## src/rtl/fdiv_pkg.sv

```systemverilog
// Package with elaboration-time arithmetic for the divider.
// Assumes frequencies fit well below 2^24 Hz times 2^40 in 64 bits.
package fdiv_pkg;

    // Rounded phase increment for an accumulator of width w.
    function automatic longint unsigned phase_step(longint unsigned in_hz,
                                                   longint unsigned out_hz,
                                                   int w);
        return ((out_hz << w) + (in_hz / 2)) / in_hz;
    endfunction

    // Rounded whole-cycle period for integer mode.
    function automatic longint unsigned whole_period(longint unsigned in_hz,
                                                     longint unsigned out_hz);
        return (in_hz + (out_hz / 2)) / out_hz;
    endfunction

endpackage

```

## src/rtl/frac_accum.sv

```systemverilog
// Fractional phase accumulator core.
// Adds STEP every cycle. It reports the top bit the accumulator will hold
// after the coming edge. Assumes STEP <= 2^(ACC_W-1).
module frac_accum #(
    parameter int              ACC_W = 32,
    parameter logic [ACC_W-1:0] STEP = '0
) (
    input  logic clk,
    input  logic rst_n,
    output logic phase_hi_next
);
    logic [ACC_W-1:0] acc;
    logic [ACC_W-1:0] acc_next;

    // Next phase value.
    always_comb acc_next = acc + STEP;

    // Phase register, cleared by reset.
    always_ff @(posedge clk) begin
        if (!rst_n) acc <= '0;
        else        acc <= acc_next;
    end

    assign phase_hi_next = acc_next[ACC_W-1];

    // The step never exceeds half a turn, so the top bit cannot stay high
    // across two wraps: a set top bit falls or stays, never skips a low phase.
    assert_halfturn_R3: assert property (@(posedge clk) disable iff (!rst_n)
        (acc[ACC_W-1] && $past(acc[ACC_W-1]) && rst_n && $past(rst_n))
            |-> (acc >= $past(acc)));
endmodule

```

## src/rtl/int_count.sv

```systemverilog
// Integer-mode core: a modulo-PERIOD counter.
// The phase is high for the first ceil(PERIOD/2) counts of each period.
// Assumes PERIOD >= 2. Reset parks the counter at the last count, so the
// first edge after reset begins a period.
module int_count #(
    parameter int PERIOD = 2
) (
    input  logic clk,
    input  logic rst_n,
    output logic phase_hi_next
);
    localparam int CNT_W = (PERIOD > 2) ? $clog2(PERIOD) : 1;
    localparam int HI    = PERIOD - (PERIOD / 2);
    localparam logic [CNT_W-1:0] LAST = CNT_W'(PERIOD - 1);

    logic [CNT_W-1:0] cnt;
    logic [CNT_W-1:0] cnt_next;

    // Next count, wrapping at the period.
    always_comb cnt_next = (cnt == LAST) ? '0 : cnt + 1'b1;

    // Count register.
    always_ff @(posedge clk) begin
        if (!rst_n) cnt <= LAST;
        else        cnt <= cnt_next;
    end

    assign phase_hi_next = (32'(cnt_next) < HI);

    // Period boundary: the last count is always followed by count zero.
    assert_wrap_R5: assert property (@(posedge clk) disable iff (!rst_n)
        (cnt == LAST) |=> (cnt == '0));
endmodule

```

## src/rtl/clk_out_stage.sv

```systemverilog
// Output register stage shared by both cores.
// Registers the phase into the output clock. It raises the strobe on the
// edge where that clock goes from low to high.
module clk_out_stage (
    input  logic clk,
    input  logic rst_n,
    input  logic phase_hi_next,
    output logic clk_q,
    output logic stb_q
);
    // Clock and strobe registers.
    always_ff @(posedge clk) begin
        if (!rst_n) begin
            clk_q <= 1'b0;
            stb_q <= 1'b0;
        end else begin
            clk_q <= phase_hi_next;
            stb_q <= phase_hi_next & ~clk_q;
        end
    end

    // The strobe marks a fresh rising clock.
    assert_stb_on_rise_R4: assert property (@(posedge clk) disable iff (!rst_n)
        stb_q |-> (clk_q && !$past(clk_q)));

    // Every rising clock carries a strobe.
    assert_rise_has_stb_R4: assert property (@(posedge clk) disable iff (!rst_n)
        $rose(clk_q) |-> stb_q);

    // The strobe lasts a single cycle.
    assert_stb_single_R4: assert property (@(posedge clk) disable iff (!rst_n)
        stb_q |=> !stb_q);

    // Outputs stay low in the cycle after a reset edge.
    assert_reset_low_R1: assert property (@(posedge clk)
        $past(!rst_n) |-> (!clk_q && !stb_q));
endmodule

```

## src/rtl/frac_clk_div.sv

```systemverilog
// Top of the divider. A parameter picks the fractional accumulator or the
// whole-cycle counter, and both feed the shared output stage.
// Assumes OUT_HZ <= IN_HZ/2, which is checked at elaboration, and
// 32 <= ACC_W <= 40.
module frac_clk_div #(
    parameter longint unsigned IN_HZ      = 100_000_000,
    parameter longint unsigned OUT_HZ     = 3_072_000,
    parameter bit              FRACTIONAL = 1'b1,
    parameter int              ACC_W      = 32
) (
    input  logic clk,
    input  logic rst_n,
    output logic clk_out,
    output logic strobe
);
    import fdiv_pkg::*;

    localparam longint unsigned STEP_L = phase_step(IN_HZ, OUT_HZ, ACC_W);
    localparam logic [ACC_W-1:0] STEP  = ACC_W'(STEP_L);
    localparam int PERIOD = int'(whole_period(IN_HZ, OUT_HZ));

    logic phase_hi_next;

    // Reject settings the cores cannot honour.
    if ((OUT_HZ * 2) > IN_HZ || OUT_HZ == 0) begin : g_bad_ratio
        $error("frac_clk_div: output frequency must be nonzero and at most half the input");
    end
    if (ACC_W < 32 || ACC_W > 40) begin : g_bad_width
        $error("frac_clk_div: accumulator width must be 32 to 40");
    end

    // Pick the phase source.
    if (FRACTIONAL) begin : g_frac
        frac_accum #(.ACC_W(ACC_W), .STEP(STEP)) u_core (
            .clk           (clk),
            .rst_n         (rst_n),
            .phase_hi_next (phase_hi_next)
        );
    end else begin : g_int
        int_count #(.PERIOD(PERIOD)) u_core (
            .clk           (clk),
            .rst_n         (rst_n),
            .phase_hi_next (phase_hi_next)
        );
    end

    clk_out_stage u_out (
        .clk           (clk),
        .rst_n         (rst_n),
        .phase_hi_next (phase_hi_next),
        .clk_q         (clk_out),
        .stb_q         (strobe)
    );
endmodule

```

## config.mk

```make
export PLATFORM = sky130hd
export DESIGN_NAME = frac_clk_div
export DESIGN_NICKNAME = d
export VERILOG_FILES = /design/src/rtl/fdiv_pkg.sv /design/src/rtl/frac_accum.sv /design/src/rtl/int_count.sv /design/src/rtl/clk_out_stage.sv /design/src/rtl/frac_clk_div.sv
export SDC_FILE = /design/constraint.sdc
export NUM_CORES = 1
export LEC_CHECK = 0
export CORE_ASPECT_RATIO = 1.25
export CORE_MARGIN = 2
export CORE_UTILIZATION = 30
export DETAILED_ROUTE_END_ITERATION = 10
export HOLD_SLACK_MARGIN = 0.12
export PLACE_DENSITY = 0.57
export SETUP_SLACK_MARGIN = 0.02
export SKIP_CTS_REPAIR_TIMING = 1
export SYNTH_ARGS = -nofsm -noshare
export SYNTH_HDL_FRONTEND = slang
export SYNTH_SLANG_ARGS = --single-unit
```

## constraint.sdc

```tcl
create_clock -name clk -period 2 [get_ports clk]
set_input_delay 0.4 -clock clk [delete_from_list [all_inputs] [get_ports clk]]
set_output_delay 0.4 -clock clk [all_outputs]
set_load 0.005 [all_outputs]
```

==> flow_metrics.py, run 1 <==
metrics = {
    "synth": {
        "muxShareOfSynthArea": 0.0185,
        "synth-compound-area-share": 0.162,
        "synthesis.nets": 184,
        "syn_inst": 180,
        "post_synth.cell_area_avg_um2": 9.00,
        "synth-simple-area-share": 0.264,
        "netlist_area_um2": 1620,
        "ys_warn_count": 0,
        "ys_ff_latch": 33,
        "ys_types": 44,
        "synth-xor-area-share": 0.103,
        "seq_area_frac_synth": 0.408,
        "synth_fa_ha_area_frac": 0.0154,
        "synth_top_family_by_area": "simple AND/OR/NAND/NOR gates",
    },
    "worst_setup_path": {
        "slowest_delay_ps": 510,
        "cp_cell_sequence": "or4_1 > nor2_1 > o211ai_2 > and3_1 > ha_1 > nor2b_1",
        "crit_buf_inv": 0,
        "startpoint_type": "flip-flop",
        "slowest_stage": "or4_1",
        "cp_max_fo": 8,
        "arrival_ps": 2060,
        "crit_required_ps": 2220,
        "path_delay_family": "simple AND/OR/NAND/NOR gates",
        "critPathKind": "reg2reg",
        "worstSetupEndpointType": "flip-flop",
    },
    "die": {
        "start_util": 0.314,
        "dieWidth_um": 69.7,
        "coreArea_um2": 5150,
        "dieArea_um2": 6010,
        "die_height_um": 86.2,
        "fp-row-count": 29,
        "io_pins": 4,
    },
    "clock_network": {
        "cts_tree": "yes",
        "cts_inserted_buffers": 5,
        "cts.sinks": 33,
        "ctsHtreeMaxLevel": 2,
        "cts.clk_slew.worst_paths_ps": 60,
        "cts_buffer_depth": 2,
        "clk_latency_ps": 280,
        "root_buffer": "clkbuf_8",
    },
    "run": {
        "maxCapViolCount": 0,
    },
    "layout": {
        "drive_above_1_share": 0.101,
        "area_delta_synth_final_pct": 13.7,
        "n_antenna_cell": 0,
        "final_common_cell": "dfxtp_1",
        "multi_input_area_um2": 916,
        "final_cells": 251,
        "fin_nets": 193,
        "layout_common_cells": "dfxtp_1, and2_1, nand2_1, xnor2_1, nand2b_1",
        "seq_area_um2": 661,
        "fill_cells": 559,
        "post-route-util": 0.358,
    },
    "routing": {
        "routed_via_density": 4.72,
        "wl_per_cell_um": 10.8,
        "vias": 1184,
        "drtIter0Drc": 23,
        "wirelength_mm": 2.71,
        "route.layer.met1.wl_mm": 1.32,
        "wl_met3_um": 49,
        "wl_met2_mm": 1.28,
        "drt-pass1-iter-count": 4,
        "routed.top_layer": "met4",
        "antenna_left": 0,
        "drc": 0,
    },
    "sta": {
        "period_needed_ps": 1840,
        "hold_viol": 0,
        "holdWs_ps": 460,
        "worstMarginPinSlew_ps": 440,
        "rsz0062_at_grt": "false",
        "fmax_ghz": 0.542,
        "slew-limit-headroom": 0.699,
        "finalCritPeriodShare": 0.922,
        "skew_ps": 4.32,
        "setup_viol": 0,
        "fin_tns_setup_ps": 0,
        "final_max_slew_viol_count": 0,
    },
    "grt": {
        "grt-ovfl-total": 0,
        "grt_pass1_vias": 1105,
        "grt_usage": 0.0969,
        "grt_pass1_wl_mm": 4.62,
        "grt_max_degree": 39,
        "antenna_found_initial": 0,
    },
    "placement": {
        "gp_congestion": 0.752,
        "port_buffers": 3,
        "dp.cells": 244,
        "dpl.hpwl_mm": 1.94,
    },
    "power_and_ir_drop": {
        "vdd_drop_max_mv": 0.476,
        "leakage_nw": 0.684,
        "p_per_area_nw_per_um2": 1030,
    },
    "run_status": {
        "status": "finished, final reports clean",
    },
    "min_path": {
        "hp-class": "reg2reg",
    },
}
state kept, by name (all words and copies together) (netlist names):
| signal | cells |
|---|---|
| g_frac.u_core.acc | 32 |
| u_out.stb_q | 1 |
logic make-up after synthesis:
kind of cell	after synthesis
XOR/XNOR	19
flip-flops	33
adder cells (fa/ha/maj)	2
AO/OA/AOI/OAI	35
buffers and inverters	12
AND/OR/NAND/NOR	76
multiplexers	3
worst register-to-register path, cell delays in order (launching register included):
cell	delay (ps)
dfxtp_1	370
or4_1	510
nor2_1	200
o211ai_2	150
and3_1	200
ha_1	260
nor2b_1	100
synthesized netlist by cell type:
cell type,instances,area [µm²]
a21oi_1,6,30.0
dfxtp_1,33,661
o21ai_1,2,10.0
a21o_1,1,7.51
xnor2_1,14,123
a31oi_1,1,6.26
or2_1,2,12.5
inv_1,6,22.5
nor4_1,1,6.26
o41ai_1,1,8.76
buf_2,2,10.0
o311ai_0,1,8.76
clkbuf_1,4,15.0
or3_1,1,6.26
nor2_2,1,6.26
o21bai_1,1,7.51
and2_1,21,131
o22ai_1,1,6.26
and3b_1,1,8.76
ha_1,2,25.0
o211ai_1,1,7.51
o31ai_1,3,22.5
a2111oi_0,1,8.76
nor3_1,4,20.0
and3_1,2,12.5
a21boi_1,2,15.0
nand4b_1,3,26.3
nand3_1,4,20.0
o21ai_2,1,8.76
nand3b_1,1,7.51
o211ai_2,2,25.0
o31ai_4,1,21.3
nor2_1,5,18.8
xor2_1,5,43.8
nand2_1,16,60.1
or4_1,2,15.0
nor2b_1,4,25.0
nand2b_1,7,43.8
mux2i_1,3,30.0
nor3b_1,1,7.51
o21ai_0,6,30.0
o21bai_2,1,11.3
a21boi_0,2,15.0
o31ai_2,1,12.5
per-stage QoR:
step                setup slack, ps  total power [W]  area (µm²)
CTS                             148          0.00194        1840
floorplan                       279          0.00132        1620
global placement                194          0.00143        1750
detailed placement              177          0.00143        1750
finish                          157          0.00191        1840
global route                   46.8          0.00203        1840
routing by layer:
metal,up-vias,GRT usage
met4,0,0.0629
li1,632,-
met1,538,0.111
met3,5,0.0212
met5,-,0
met2,9,0.163
path summary, 6_finish.rpt:
kind                              start                    end  slack [ps]  cells after the start
setup / recovery  g_frac.u_core.acc[22]  g_frac.u_core.acc[31]         160                      6
hold / removal     g_frac.u_core.acc[0]   g_frac.u_core.acc[0]         460                      1
setup reg to reg  g_frac.u_core.acc[22]  g_frac.u_core.acc[31]         160                      6
hold reg to reg    g_frac.u_core.acc[0]   g_frac.u_core.acc[0]         460                      1
report_power, final:
part	switching [W]	internal [W]
Combinational	0.000233	0.000271
Sequential	0.000126	0.000781
Clock	0.000224	0.000273
area by class of cell:
type                    instances  share of cell area
repair buffers                  8              0.0434
inverters                       6              0.0122
well taps                      62              0.0421
multi-input cells             135               0.497
clock buffers                   7              0.0468
flip-flops and latches         33               0.358
Power figures use the tool's default switching activity.
==> run 2: changes to the inputs <==
- CORE_ASPECT_RATIO: 1.25 -> 0.5
==> flow_metrics.py, run 2 (synthesis gave the netlist of run 1 again) <==
metrics = {
    "power_and_ir_drop": {
        "p_comb_frac": 0.269,
        "vdd_drop_max_mv": 0.536,
        "internal_power_w": 0.00133,
        "sequentialPowerShare": 0.474,
        "p_per_area_nw_per_um2": 1030,
        "p_total_w": 0.00192,
        "swShare": 0.310,
        "pwr-share-clk": 0.257,
        "leakage_nw": 0.685,
        "switching_power_w": 0.000596,
    },
    "die": {
        "coreArea_um2": 5070,
        "fp-row-count": 18,
        "io_pins": 4,
        "start_util": 0.320,
        "dieArea_um2": 6040,
        "dieWidth_um": 108,
        "die_height_um": 56.0,
    },
    "grt": {
        "grt_pass1_vias": 1210,
        "grt_usage": 0.111,
        "grt_pass1_wl_mm": 5.44,
        "grt_max_degree": 39,
        "grt-ovfl-total": 0,
        "antenna_found_initial": 0,
    },
    "placement": {
        "port_buffers": 3,
        "dpl.hpwl_mm": 2.05,
        "placed_cell_area_um2": 1760,
        "gp_congestion": 0.771,
        "pre_cts_slack_ps": 167,
    },
    "layout": {
        "layout_common_cells": "dfxtp_1, and2_1, nand2_1, xnor2_1, nand2b_1",
        "fin_nets": 193,
        "n_antenna_cell": 0,
        "final_common_cell": "dfxtp_1",
        "top_register": "g_frac.u_core.acc",
        "area_delta_synth_final_pct": 14.9,
        "drive_above_1_share": 0.101,
        "reg_top3": "g_frac.u_core.acc x32, u_out.stb_q x1",
        "final_area_um2": 1860,
        "largest_reg_flops": 32,
    },
    "routing": {
        "drc": 0,
        "wirelength_mm": 2.95,
        "drt-pass1-iter-count": 4,
        "antenna_left": 0,
        "wl_per_cell_um": 11.4,
        "vias": 1225,
        "drtIter0Drc": 29,
        "routed_via_density": 4.73,
    },
    "worst_setup_path": {
        "critPathKind": "reg2reg",
        "endpoint": "g_frac.u_core.acc[22]",
        "worstSetupEndpointType": "flip-flop",
        "crit_required_ps": 2170,
        "slowest_delay_ps": 370,
        "rr_startpoint": "g_frac.u_core.acc[0]",
        "rr_endpoint": "g_frac.u_core.acc[22]",
        "cp_cell_sequence": "inv_1 > ha_1 > o21bai_2 > buf_4 > nand2_1 > o31ai_4 > xnor2_1 > and2_1",
        "cp_max_fo": 6,
        "rrSetupSlack_ps": 160,
        "crit_start": "g_frac.u_core.acc[0]",
        "worstRegToRegCells": 8,
        "arrival_ps": 2010,
        "startpoint_type": "flip-flop",
        "slowest_stage": "dfxtp_1",
    },
    "sta": {
        "slew-limit-headroom": 0.683,
        "finalCritPeriodShare": 0.920,
        "period_needed_ps": 1840,
        "rsz0062_at_grt": "false",
        "fin_tns_setup_ps": 0,
        "worstMarginPinSlew_ps": 463,
        "hold_viol": 0,
        "fmax_ghz": 0.544,
        "setup_viol": 0,
        "final_max_slew_viol_count": 0,
        "skew_ps": 2.55,
        "setup_ws_ps": 160,
    },
    "run_status": {
        "status": "finished, final reports clean",
    },
    "clock_network": {
        "cts_inserted_buffers": 5,
        "ctsHtreeMaxLevel": 2,
        "cts.sinks": 33,
        "clk_latency_ps": 270,
        "root_buffer": "clkbuf_8",
        "cts.clk_slew.worst_paths_ps": 60,
        "cts_buffer_depth": 2,
        "cts_tree": "yes",
    },
    "run": {
        "maxCapViolCount": 0,
    },
    "min_path": {
        "hp-class": "reg2reg",
    },
}
-- run 2: routing by layer --
layer  share of wire  vias up  GRT usage
li1                -      635          -
met3           0.026        2     0.0281
met5               0        -          0
met4          0.0092        0     0.0385
met2            0.44       14      0.181
met1            0.52      574      0.143
-- run 2: critical path: cells and delay by family, from the launching register on --
family	cells	cell delay (ps)
AOI/OAI and AO/OA	2	530
DFF	1	370
and+or+nand+nor	2	250
buffers and inverters	2	240
adders and majority gates	1	240
xor gates and xnor gates	1	100
-- run 2: cell type report --
type / count / area [µm²]
clock buffers: 7 / 86.3
multi-input cells: 135 / 925
flip-flops and latches: 33 / 661
fillers: 546 / 3210
inverters: 6 / 22.5
repair buffers: 8 / 80.1
well taps: 70 / 87.6
-- run 2: through the flow --
stage	hold slack (ps)	std cells	utilization
after floorplan	429	180	-
after global placement	449	252	0.348
after detailed placement	455	252	0.348
after CTS	471	259	0.365
after global routing	514	259	0.367
final	471	259	0.367
-- run 2: worst min path at each step --
stage | startpoint | to | slack [ps] | cells past startpoint
floorplan | g_frac.u_core.acc[0] | g_frac.u_core.acc[0] | 430 | 1
global placement | g_frac.u_core.acc[0] | g_frac.u_core.acc[0] | 450 | 1
detailed placement | g_frac.u_core.acc[30] | g_frac.u_core.acc[30] | 460 | 2
CTS | g_frac.u_core.acc[30] | g_frac.u_core.acc[30] | 470 | 2
global route | g_frac.u_core.acc[26] | g_frac.u_core.acc[26] | 510 | 2
finish | g_frac.u_core.acc[0] | g_frac.u_core.acc[0] | 470 | 1
-- run 2: power by group through the flow --
stage / Combinational, W / Sequential [W] / Clock [W]
2_1_floorplan: 0.000433 / 0.000882 / 0
3_3_place_gp: 0.000508 / 0.000919 / 0
3_5_place_dp: 0.000514 / 0.000923 / 0
4_1_cts: 0.000521 / 0.000908 / 0.000505
5_1_grt: 0.000590 / 0.000938 / 0.000545
6_report: 0.000517 / 0.000912 / 0.000493
